==> src/rtl/lcs_pkg.sv <==
package lcs_pkg;

  localparam int unsigned LCS_MAXW = 32;

  // Ones in the low len positions.
  function automatic logic [31:0] lcs_mask(input int unsigned len);
    if (len >= LCS_MAXW) return 32'hFFFF_FFFF;
    return (32'h1 << len) - 32'h1;
  endfunction

  // Out-of-range length codes fall back to the full width.
  function automatic int unsigned lcs_clamp(input int unsigned raw, input int unsigned w);
    if (raw == 0 || raw > w) return w;
    return raw;
  endfunction

  // One circular step inside a ring of len bits; dir 0 = left, 1 = right.
  function automatic logic [31:0] lcs_rotate(input logic [31:0] p,
                                             input int unsigned len,
                                             input logic dir);
    logic [31:0] m;
    m = lcs_mask(len);
    if (len <= 1) return p & m;
    if (!dir) return ((p << 1) | (p >> (len - 1))) & m;
    return ((p >> 1) | ((p & 32'h1) << (len - 1))) & m;
  endfunction

endpackage

==> src/rtl/lcs_cfg_regs.sv <==
module lcs_cfg_regs #(
  parameter int unsigned W  = 16,
  parameter int unsigned SW = 2,
  parameter int unsigned LW = 5
) (
  input  logic          clk,
  input  logic          rst_n,
  input  logic          enable,
  input  logic          cfg_we,
  input  logic [SW-1:0] cfg_src,
  input  logic          cfg_dir,
  input  logic [LW-1:0] cfg_len,
  output logic          load_evt,
  output logic [LW-1:0] load_len,
  output logic [SW-1:0] src_q,
  output logic          dir_q,
  output logic [LW-1:0] len_q
);
  import lcs_pkg::*;

  assign load_evt = cfg_we & ~enable;
  assign load_len = LW'(lcs_clamp(int'(cfg_len), W));

  always_ff @(posedge clk or negedge rst_n) begin
    if (!rst_n) begin
      src_q <= '0;
      dir_q <= 1'b0;
      len_q <= LW'(W);
    end else if (load_evt) begin
      src_q <= cfg_src;
      dir_q <= cfg_dir;
      len_q <= load_len;
    end
  end

  assert_cfg_locked_R9: assert property (@(posedge clk) disable iff (!rst_n)
    (cfg_we && enable) |=> $stable({src_q, dir_q, len_q}));

  assert_len_range_R2: assert property (@(posedge clk) disable iff (!rst_n)
    (len_q != '0) && (int'(len_q) <= W));

endmodule

==> src/rtl/lcs_tick_sel.sv <==
module lcs_tick_sel #(
  parameter int unsigned NSRC = 3,
  parameter int unsigned SW   = 2
) (
  input  logic            clk,
  input  logic            rst_n,
  input  logic            enable,
  input  logic [NSRC-1:0] tick,
  input  logic [SW-1:0]   src,
  output logic            step_evt
);
  logic [NSRC-1:0] sel;

  for (genvar g = 0; g < NSRC; g++) begin : g_sel
    assign sel[g] = (src == SW'(g));
  end

  assign step_evt = enable & |(tick & sel);

  assert_sel_onehot_R6: assert property (@(posedge clk) disable iff (!rst_n)
    $onehot0(sel));

  assert_no_src_no_step_R6: assert property (@(posedge clk) disable iff (!rst_n)
    (int'(src) >= NSRC) |-> !step_evt);

  assert_idle_no_step_R8: assert property (@(posedge clk) disable iff (!rst_n)
    !enable |-> !step_evt);

endmodule

==> src/rtl/lcs_rot_core.sv <==
module lcs_rot_core #(
  parameter int unsigned W  = 16,
  parameter int unsigned LW = 5
) (
  input  logic          clk,
  input  logic          rst_n,
  input  logic          load_evt,
  input  logic [W-1:0]  load_pat,
  input  logic [LW-1:0] load_len,
  input  logic          step_evt,
  input  logic          dir,
  input  logic [LW-1:0] len,
  output logic [W-1:0]  pat_q
);
  import lcs_pkg::*;

  logic [W-1:0] pat_d;

  always_comb begin
    pat_d = pat_q;
    if (load_evt)
      pat_d = W'(32'(load_pat) & lcs_mask(int'(load_len)));
    else if (step_evt)
      pat_d = W'(lcs_rotate(32'(pat_q), int'(len), dir));
  end

  always_ff @(posedge clk or negedge rst_n) begin
    if (!rst_n) pat_q <= '0;
    else        pat_q <= pat_d;
  end

  assert_upper_zero_R3: assert property (@(posedge clk) disable iff (!rst_n)
    (32'(pat_q) & ~lcs_mask(int'(len))) == 32'h0);

  assert_step_keeps_ones_R7: assert property (@(posedge clk) disable iff (!rst_n)
    (step_evt && !load_evt) |=> ($countones(pat_q) == $countones($past(pat_q))));

  assert_hold_when_idle_R8: assert property (@(posedge clk) disable iff (!rst_n)
    (!step_evt && !load_evt) |=> $stable(pat_q));

endmodule

==> src/rtl/circ_seg_shifter.sv <==
module circ_seg_shifter #(
  parameter int unsigned W    = 16,
  parameter int unsigned NSRC = 3,
  localparam int unsigned SW  = $clog2(NSRC + 1),
  localparam int unsigned LW  = $clog2(W) + 1
) (
  input  logic            clk,
  input  logic            rst_n,
  input  logic            enable,
  input  logic [NSRC-1:0] tick,
  input  logic            cfg_we,
  input  logic [SW-1:0]   cfg_src,
  input  logic            cfg_dir,
  input  logic [LW-1:0]   cfg_len,
  input  logic [W-1:0]    cfg_pattern,
  output logic [W-1:0]    pattern_out
);
  logic          load_evt;
  logic          step_evt;
  logic [LW-1:0] load_len;
  logic [SW-1:0] src_q;
  logic          dir_q;
  logic [LW-1:0] len_q;

  lcs_cfg_regs #(.W(W), .SW(SW), .LW(LW)) u_cfg (
    .clk(clk), .rst_n(rst_n), .enable(enable), .cfg_we(cfg_we),
    .cfg_src(cfg_src), .cfg_dir(cfg_dir), .cfg_len(cfg_len),
    .load_evt(load_evt), .load_len(load_len),
    .src_q(src_q), .dir_q(dir_q), .len_q(len_q)
  );

  lcs_tick_sel #(.NSRC(NSRC), .SW(SW)) u_sel (
    .clk(clk), .rst_n(rst_n), .enable(enable), .tick(tick),
    .src(src_q), .step_evt(step_evt)
  );

  lcs_rot_core #(.W(W), .LW(LW)) u_core (
    .clk(clk), .rst_n(rst_n), .load_evt(load_evt), .load_pat(cfg_pattern),
    .load_len(load_len), .step_evt(step_evt), .dir(dir_q), .len(len_q),
    .pat_q(pattern_out)
  );

  assert_locked_write_R9: assert property (@(posedge clk) disable iff (!rst_n)
    (cfg_we && enable && !step_evt) |=> $stable(pattern_out));

endmodule

==> config.mk <==
export PLATFORM = sky130hd
export DESIGN_NAME = circ_seg_shifter
export DESIGN_NICKNAME = d
export VERILOG_FILES = /design/src/rtl/lcs_pkg.sv /design/src/rtl/lcs_cfg_regs.sv /design/src/rtl/lcs_tick_sel.sv /design/src/rtl/lcs_rot_core.sv /design/src/rtl/circ_seg_shifter.sv
export SDC_FILE = /design/constraint.sdc
export NUM_CORES = 1
export LEC_CHECK = 0
export ABC_CLOCK_PERIOD_IN_PS = 3700
export BUFFER_PORTS_ARGS = -buffer_cell sky130_fd_sc_hd__buf_2
export CAP_MARGIN = 0
export CORE_ASPECT_RATIO = 1.75
export CORE_MARGIN = 2
export CORE_UTILIZATION = 40
export DETAILED_ROUTE_END_ITERATION = 7
export PLACE_DENSITY = 0.65
export REMOVE_ABC_BUFFERS = 1
export SYNTH_ARGS = -nofsm -noshare
export SYNTH_HDL_FRONTEND = slang
export SYNTH_SLANG_ARGS = --single-unit
==> constraint.sdc <==
create_clock -name clk -period 3.7 [get_ports clk]
set_input_delay 0.74 -clock clk [delete_from_list [all_inputs] [get_ports clk]]
set_output_delay 0.74 -clock clk [all_outputs]
set_load 0.02 [all_outputs]
==> flow_summary_export.csv, run 1 <==
group,metric,value,unit
synthesis,synth-simple-area-share,25.6,%
run_status,status,"complete, no violations",
critical_path,r2r-end,"u_core.pat_q[3]",
critical_path,cp-end-kind,"flop",
global_routing,grtUsageTotal,29.0,%
place,gp_congestion,1.04,
timing,max_freq,294,MHz
floorplan,row_count,43,
power_and_ir_drop,power.share.clock,17.0,%
power_and_ir_drop,p_comb_share,57.7,%
global_routing,grt_pass1_wl,20.0,mm
power_and_ir_drop,swShare,50.3,%
route,drc,0,
critical_path,reg2reg_from,"u_cfg.len_q[1]",
synthesis,synth-edff-count,0,
clock_tree,clk_latency,0.27,ns
route,ant_nets,0,
critical_path,critPathLaunchType,"input port",
floorplan,dieArea,8900,µm²
cells_and_area,fill_cells,795,
timing,rsz0062_at_grt,"no",
clock_tree,cts_sinks,24,
power_and_ir_drop,power.leakage,0.00145,µW
synthesis,syn_avg_cell_area,7.38,µm²
synthesis,yosysSeqAreaShare,18.5,%
cells_and_area,num_antenna_cells,0,
cells_and_area,register_area,602,µm²
power_and_ir_drop,intPower,960,µW
power_and_ir_drop,p_sw,973,µW
critical_path,rrSetupSlack,0.42,ns
global_routing,grt_max_degree,30,
timing,layout_min_cycle_time,3.40,ns
place,post-dp-hpwl,9.57,mm
synthesis,synth_compound_area_share,34.9,%
clock_tree,clock_path_buffers,2,
cells_and_area,layout_commonest_cell,"nand2_1",
floorplan,dieHeight,123,µm
synthesis,synth_top_family_by_area,"compound AO/OA/AOI/OAI gates",
critical_path,path_max_fanout,14,
global_routing,grt_pass1_vias,3740,
synthesis,synth_xor_xnor_area_share,1.88,%
power_and_ir_drop,p_per_area,533,nW/µm²
synthesis,synthArstFlopShare,100,%
cells_and_area,drive_gt1_share,19.3,%
critical_path,ff2ff_path_depth,8,
route,wl_met1,4.63,mm
route,wl_met2,6.37,mm
place,numPortBuffers,46,
clock_tree,cts_tree,"yes",
cells_and_area,final_cell_mix,"62 x nand2_1, 46 x buf_2, 41 x o21ai_0",
timing,tns,0,ns
clock_tree,h-tree-depth,1,
timing,tightest_slew,1.17,ns
floorplan,initial_core_util,41.1,%
synthesis,synth_cell_types,75,
route,drt_iter0_drc,531,
critical_path,worstSetupPathType,"in2reg",
power_and_ir_drop,seqPwrFrac,25.3,%
synthesis,ys.flop_type,"dfrtp_1",
timing,slew_viol_final,0,
timing,setup_violations,0,
timing,finalHoldViolCount,0,
floorplan,fp.dieW,72.2,µm
min_path,min_path_type,"in2async",
route,dr_wl_met3,821,µm
route,via_per_inst,7.05,
floorplan,core,7910,µm²
clock_tree,cts-root-buf,"clkbuf_16",
synthesis,syn_area,3250,µm²
timing,clock_skew,0.00809,ns
cells_and_area,synthToLayoutAreaGrowth,11.5,%
synthesis,synthAdderAreaFrac,3.08,%
route,routed_wirelength,12.7,mm
synthesis,synthMuxAreaShare,9.04,%
route,vias,3928,
flow_run,maxCapViolCount,0,
critical_path,worstPathArrival,3.61,ns
global_routing,antenna_found_initial,0,
synthesis,ys_warn_count,0,
clock_tree,post_cts_buffers,0,
clock_tree,cts_made_buffers,3,
clock_tree,clk_pin_slew,0.07,ns
power_and_ir_drop,ir_drop,224,µV
synthesis,ys_ff_latch,24,
global_routing,grt_overflow,0,
power_and_ir_drop,power,1930,µW
route,firstDrtPassIters,5,
floorplan,ios,47,
timing,slew_headroom,21.2,%
route,route.top_layer_used,"met4",
clock_tree,cts_hold_buf,0,
timing,post-route-period-util,91.9,%
route,avgRoutedWirePerCell,22.8,µm
synthesis,synthCells,441,
critical_path,crit_required,3.91,ns
cells_and_area,multi_input_area,2430,µm²
cells_and_area,fin_nets,507,
clock_tree,cts_resized,0,
## synth_stat cells (4+ instances only)
cell type | n | area, µm²
nor2b_1 | 5 | 31.3
mux2_2 | 7 | 78.8
a32oi_1 | 4 | 35.0
o21ai_0 | 41 | 205
nor2_1 | 36 | 135
xnor2_1 | 5 | 43.8
a31oi_1 | 11 | 68.8
ha_1 | 8 | 100
clkbuf_1 | 22 | 82.6
nor3b_1 | 4 | 30.0
a221oi_1 | 4 | 35.0
and3_1 | 4 | 25.0
nor3_1 | 7 | 35.0
o31ai_1 | 6 | 45.0
nand4_1 | 5 | 31.3
a211oi_1 | 8 | 60.1
o2111ai_1 | 4 | 35.0
mux4_2 | 5 | 113
a2111oi_0 | 5 | 43.8
mux2i_1 | 5 | 50.1
dfrtp_1 | 23 | 576
buf_2 | 8 | 40.0
a311o_1 | 4 | 40.0
nand2b_1 | 5 | 31.3
nand2_1 | 62 | 233
nand3_1 | 22 | 110
a21oi_1 | 19 | 95.1
o211ai_1 | 7 | 52.6
a211o_1 | 6 | 52.6
inv_1 | 16 | 60.1
## per-stage QoR
stage               instance area (µm²)  cells  setup slack (ns)  hold slack, ns  utilization, %
floorplan                          3090    405             0.305           0.444               -
detailed placement                 3520    553            0.0600           0.505            44.5
global placement                   3520    553             0.234           0.496            44.5
finish                             3630    557             0.301           0.464            45.8
global route                       3630    557             0.101           0.512            45.8
CTS                                3630    557             0.337           0.486            45.8
## power by group through the flow
stage	clock network, µW	logic, µW	registers (µW)
2_1_floorplan	0	664	506
3_3_place_gp	0	1070	483
3_5_place_dp	0	1070	485
4_1_cts	330	1080	480
5_1_grt	335	1200	498
6_report	329	1110	490
## final cells by class
type	count	area share, %
clock buffers	3	2.07
clock inverters	1	0.828
inverters	16	1.66
multi-input cells	365	66.9
flip-flops and latches	24	16.6
well taps	90	3.11
repair buffers	58	8.83
## critical path, cell delays in order
cell and delay [ns]:
buf_2 0.12, or4_1 0.53, ha_1 0.35, o21bai_1 0.17
nand2_1 0.10, or3_1 0.35, ha_1 0.37, nor2_1 0.24
nand3_1 0.11, a21oi_1 0.17, a21oi_1 0.07, nor2_1 0.16
a211o_1 0.12
## how the worst max path moves through the flow
stage / startpoint / end / cells after the start
after floorplan: u_cfg.len_q[0] / u_core.pat_q[5] / 8
after global placement: cfg_len[3] / u_core.pat_q[4] / 13
after detailed placement: cfg_len[3] / u_core.pat_q[6] / 13
after CTS: cfg_len[3] / u_core.pat_q[6] / 13
after global routing: cfg_len[3] / u_core.pat_q[6] / 13
final: cfg_len[3] / u_core.pat_q[6] / 13
## routing by layer
metal | vias up | track usage [%]
met1 | 1839 | 32.8
met5 | - | 0
met4 | 0 | 17.3
met2 | 286 | 51.3
met3 | 63 | 3.02
li1 | 1740 | -
## cell families (layout without fill, tap and decap cells)
family,count (synthesis),in the layout
compound gates,159,159
xor+xnor,7,7
flops,24,24
fa+ha+maj,8,8
simple gates,172,172
buf+inv,52,78
mux,19,19
## registers in the layout, indices dropped and copies added (netlist names)
signal and cells:
u_core.pat_q 16, u_cfg.len_q 5, u_cfg.src_q 2, u_cfg.dir_q 1
Power figures use the tool's default switching activity.
==> run 2, diff against run 1 <==
--- a/config.mk
+++ b/config.mk
@@ -5,6 +5,7 @@
 export SDC_FILE = /design/constraint.sdc
 export NUM_CORES = 1
 export LEC_CHECK = 0
+export ABC_AREA = 1
 export ABC_CLOCK_PERIOD_IN_PS = 3700
 export BUFFER_PORTS_ARGS = -buffer_cell sky130_fd_sc_hd__buf_2
 export CAP_MARGIN = 0
==> run 2 against run 1 <==
Via count is 5.4% higher. Highest routed layer unchanged. Clock skew is 0.0026 ns lower. Worst setup slack better by 0.51 ns. Critical path type unchanged. Non-clock buffer count is 6 lower. Routed wire length is 5.4% lower. Critical endpoint is now u_core.pat_q[14]. Total power is 4.0% higher. Final area is 6.1% higher. Fmax is 17% higher. Sequential cell count stayed put.
==> flow_summary_export.csv, run 2 <==
group,metric,value,unit
floorplan,row_count,45,
critical_path,path_max_fanout,8,
cells_and_area,largestRegisters,"u_core.pat_q (16), u_cfg.len_q (5), u_cfg.src_q (2)",
critical_path,crit_required,3.86,ns
synthesis,ys_ff_latch,24,
route,vias,4142,
cells_and_area,regMostFlops,"u_core.pat_q",
timing,max_freq,346,MHz
floorplan,core,8560,µm²
route,drc,0,
clock_tree,cts_hold_buf,0,
cells_and_area,largest_register_ffs,16,
place,placed_area,3770,µm²
critical_path,critPathLaunchType,"input port",
clock_tree,clk_pin_slew,0.06,ns
route,routed_wirelength,12.0,mm
clock_tree,cts_sinks,24,
flow_run,maxCapViolCount,0,
synthesis,synth-edff-count,0,
route,drt_iter0_drc,323,
floorplan,fp.dieW,74.5,µm
run_status,status,"complete, no violations",
place,numPortBuffers,46,
cells_and_area,fin_area,3850,µm²
global_routing,grt_max_degree,43,
synthesis,netlist.area_leader.share,16.6,%
min_path,min_path_type,"in2async",
cells_and_area,num_antenna_cells,0,
route,firstDrtPassIters,5,
critical_path,worstSetupPathType,"in2reg",
cells_and_area,multi_input_area,2490,µm²
clock_tree,clk_latency,0.27,ns
timing,whs,0.466,ns
cells_and_area,register_area,602,µm²
route,via_per_inst,5.59,
synthesis,yosys.area.top_type,"nand2_1",
floorplan,dieHeight,127,µm
clock_tree,cts_tree,"yes",
critical_path,cp-end-kind,"flop",
critical_path,path_delay_family,"simple AND/OR/NAND/NOR gates",
timing,tns,0,ns
timing,slew_viol_final,0,
cells_and_area,fin_nets,664,
floorplan,initial_core_util,40.7,%
cells_and_area,synthToLayoutAreaGrowth,10.6,%
route,avgRoutedWirePerCell,16.2,µm
synthesis,synth_cell_types,43,
critical_path,path_common_cell,"nor2_2",
synthesis,ys_top_cells_by_count,"154 x nand2_1, 105 x nand3_1, 63 x nor2_1, 57 x inv_1, 26 x a21oi_1",
place,dpl.cell_count,737,
critical_path,worstPathArrival,3.05,ns
power_and_ir_drop,power.leakage,0.00189,µW
cells_and_area,layout_commonest_cell,"nand2_1",
cells_and_area,fill_cells,959,
place,post-dp-hpwl,9.68,mm
synthesis,synth_area_leaders,"nand2_1 17%, dfrtp_1 17%, nand3_1 15%",
floorplan,dieArea,9490,µm²
timing,slew_headroom,44.3,%
synthesis,synth_compound_area_share,13.3,%
synthesis,ys_warn_count,0,
critical_path,crit_chain,"buf_2, inv_1, nand3_1, ha_1, nor2_2, nor2_2, inv_2, nor2_1, inv_1, ha_1, inv_1, nor2_2, nand2_1, nor2_2, nand3_1, or2_1, nand4_1, nand2_1",
synthesis,synthCells,590,
place,gp_congestion,1.09,
cells_and_area,drive_gt1_share,16.3,%
synthesis,yosysSeqAreaShare,17.3,%
clock_tree,clock_path_buffers,2,
global_routing,grt_pass1_wl,19.3,mm
clock_tree,cts_made_buffers,3,
clock_tree,post_cts_buffers,0,
synthesis,syn_area,3480,µm²
power_and_ir_drop,p_per_area,522,nW/µm²
clock_tree,cts_resized,0,
synthesis,syn_avg_cell_area,5.90,µm²
timing,clock_skew,0.00549,ns
timing,finalHoldViolCount,0,
synthesis,ys.flop_type,"dfrtp_1",
route,ant_nets,0,
clock_tree,h-tree-depth,1,
timing,setup_violations,0,
synthesis,synth_xor_xnor_area_share,3.85,%
timing,rsz0062_at_grt,"no",
synthesis,synth-simple-area-share,51.4,%
global_routing,grt_pass1_vias,3944,
clock_tree,cts-root-buf,"clkbuf_16",
cells_and_area,stdcell_count,741,
timing,post-route-period-util,78.2,%
critical_path,crit_cells,18,
global_routing,grtUsageTotal,26.7,%
timing,tightest_slew,0.836,ns
critical_path,ff2ff_path_depth,10,
timing,layout_min_cycle_time,2.89,ns
global_routing,antenna_found_initial,0,
synthesis,synth_most_common_cell,"nand2_1",
critical_path,cpPeakStageDelay,0.33,ns
global_routing,grt_overflow,0,
critical_path,slowest_stage,"ha_1",
synthesis,synthAdderAreaFrac,2.88,%
synthesis,synthMuxAreaShare,0,%
critical_path,path_buf_inv,5,
cells_and_area,final_cell_mix,"154 x nand2_1, 105 x nand3_1, 62 x nor2_1",
floorplan,ios,47,
power_and_ir_drop,ir_drop,200,µV
synthesis,synthArstFlopShare,100,%
synthesis,synth_top_family_by_area,"simple AND/OR/NAND/NOR gates",
-- run 2: cell types whose count changed after synthesis, moves of 8 or more --
cell,delta
nand2_1,+92
inv_1,+41
o21ai_0,-20
clkbuf_1,-12
nand3_1,+83
a31oi_1,-8
nor2_2,+10
nor2_1,+27
-- run 2: path summary, 6_finish.rpt --
path                                     start                to  slack [ns]
worst max-delay path                cfg_len[2]  u_core.pat_q[14]        0.81
worst min-delay path                     rst_n  u_core.pat_q[11]        0.47
max in group asynchronous                rst_n  u_core.pat_q[10]        2.85
worst min register to register  u_cfg.src_q[0]    u_cfg.src_q[0]        0.57
worst max register to register  u_cfg.len_q[1]   u_core.pat_q[0]        0.89
min in group clk                u_cfg.src_q[0]    u_cfg.src_q[0]        0.57
-- run 2: metal layers --
layer,GRT usage [%],share of wire (%),up-vias
met5,0,0,-
met4,17.0,7.0,0
met3,1.34,4.0,56
met2,46.4,52,168
met1,30.6,37,1902
li1,-,-,2016
-- run 2: kinds of logic after synthesis --
group / after synthesis
buf+inv: 89
flops: 24
xor+xnor: 11
compound gates: 79
simple gates: 379
fa+ha+maj: 8
-- run 2: where the power goes --
part	switching [µW]	total [µW]	leakage, µW	internal (µW)
Clock	102	250	0.0000382	148
Combinational	849	1280	0.00156	428
Sequential	146	482	0.000294	336
Total	1100	2010	0.00189	912
-- run 2: layout make-up --
cell class	instances	share of cell area (%)
clock buffers	4	2.05
inverters	67	6.73
multi-input cells	477	64.6
flip-flops and latches	24	15.6
well taps	117	3.80
repair buffers	52	7.15
-- run 2: per-stage QoR --
stage	utilization (%)	setup slack, ns	total power (µW)
after detailed placement	44.0	0.549	1750
final	45.0	0.807	2010
after global routing	45.0	0.562	2180
after floorplan	-	0.587	1360
after global placement	44.0	0.654	1740
after CTS	45.0	0.831	2000
-- run 2: worst register-to-register path: cells and delay by family (launching register included) --
kind | cells | cell delay (ns)
compound gates | 3 | 0.40
xor+xnor | 1 | 0.56
fa+ha+maj | 1 | 0.30
buf+inv | 2 | 0.55
flops | 1 | 0.48
simple gates | 3 | 0.42
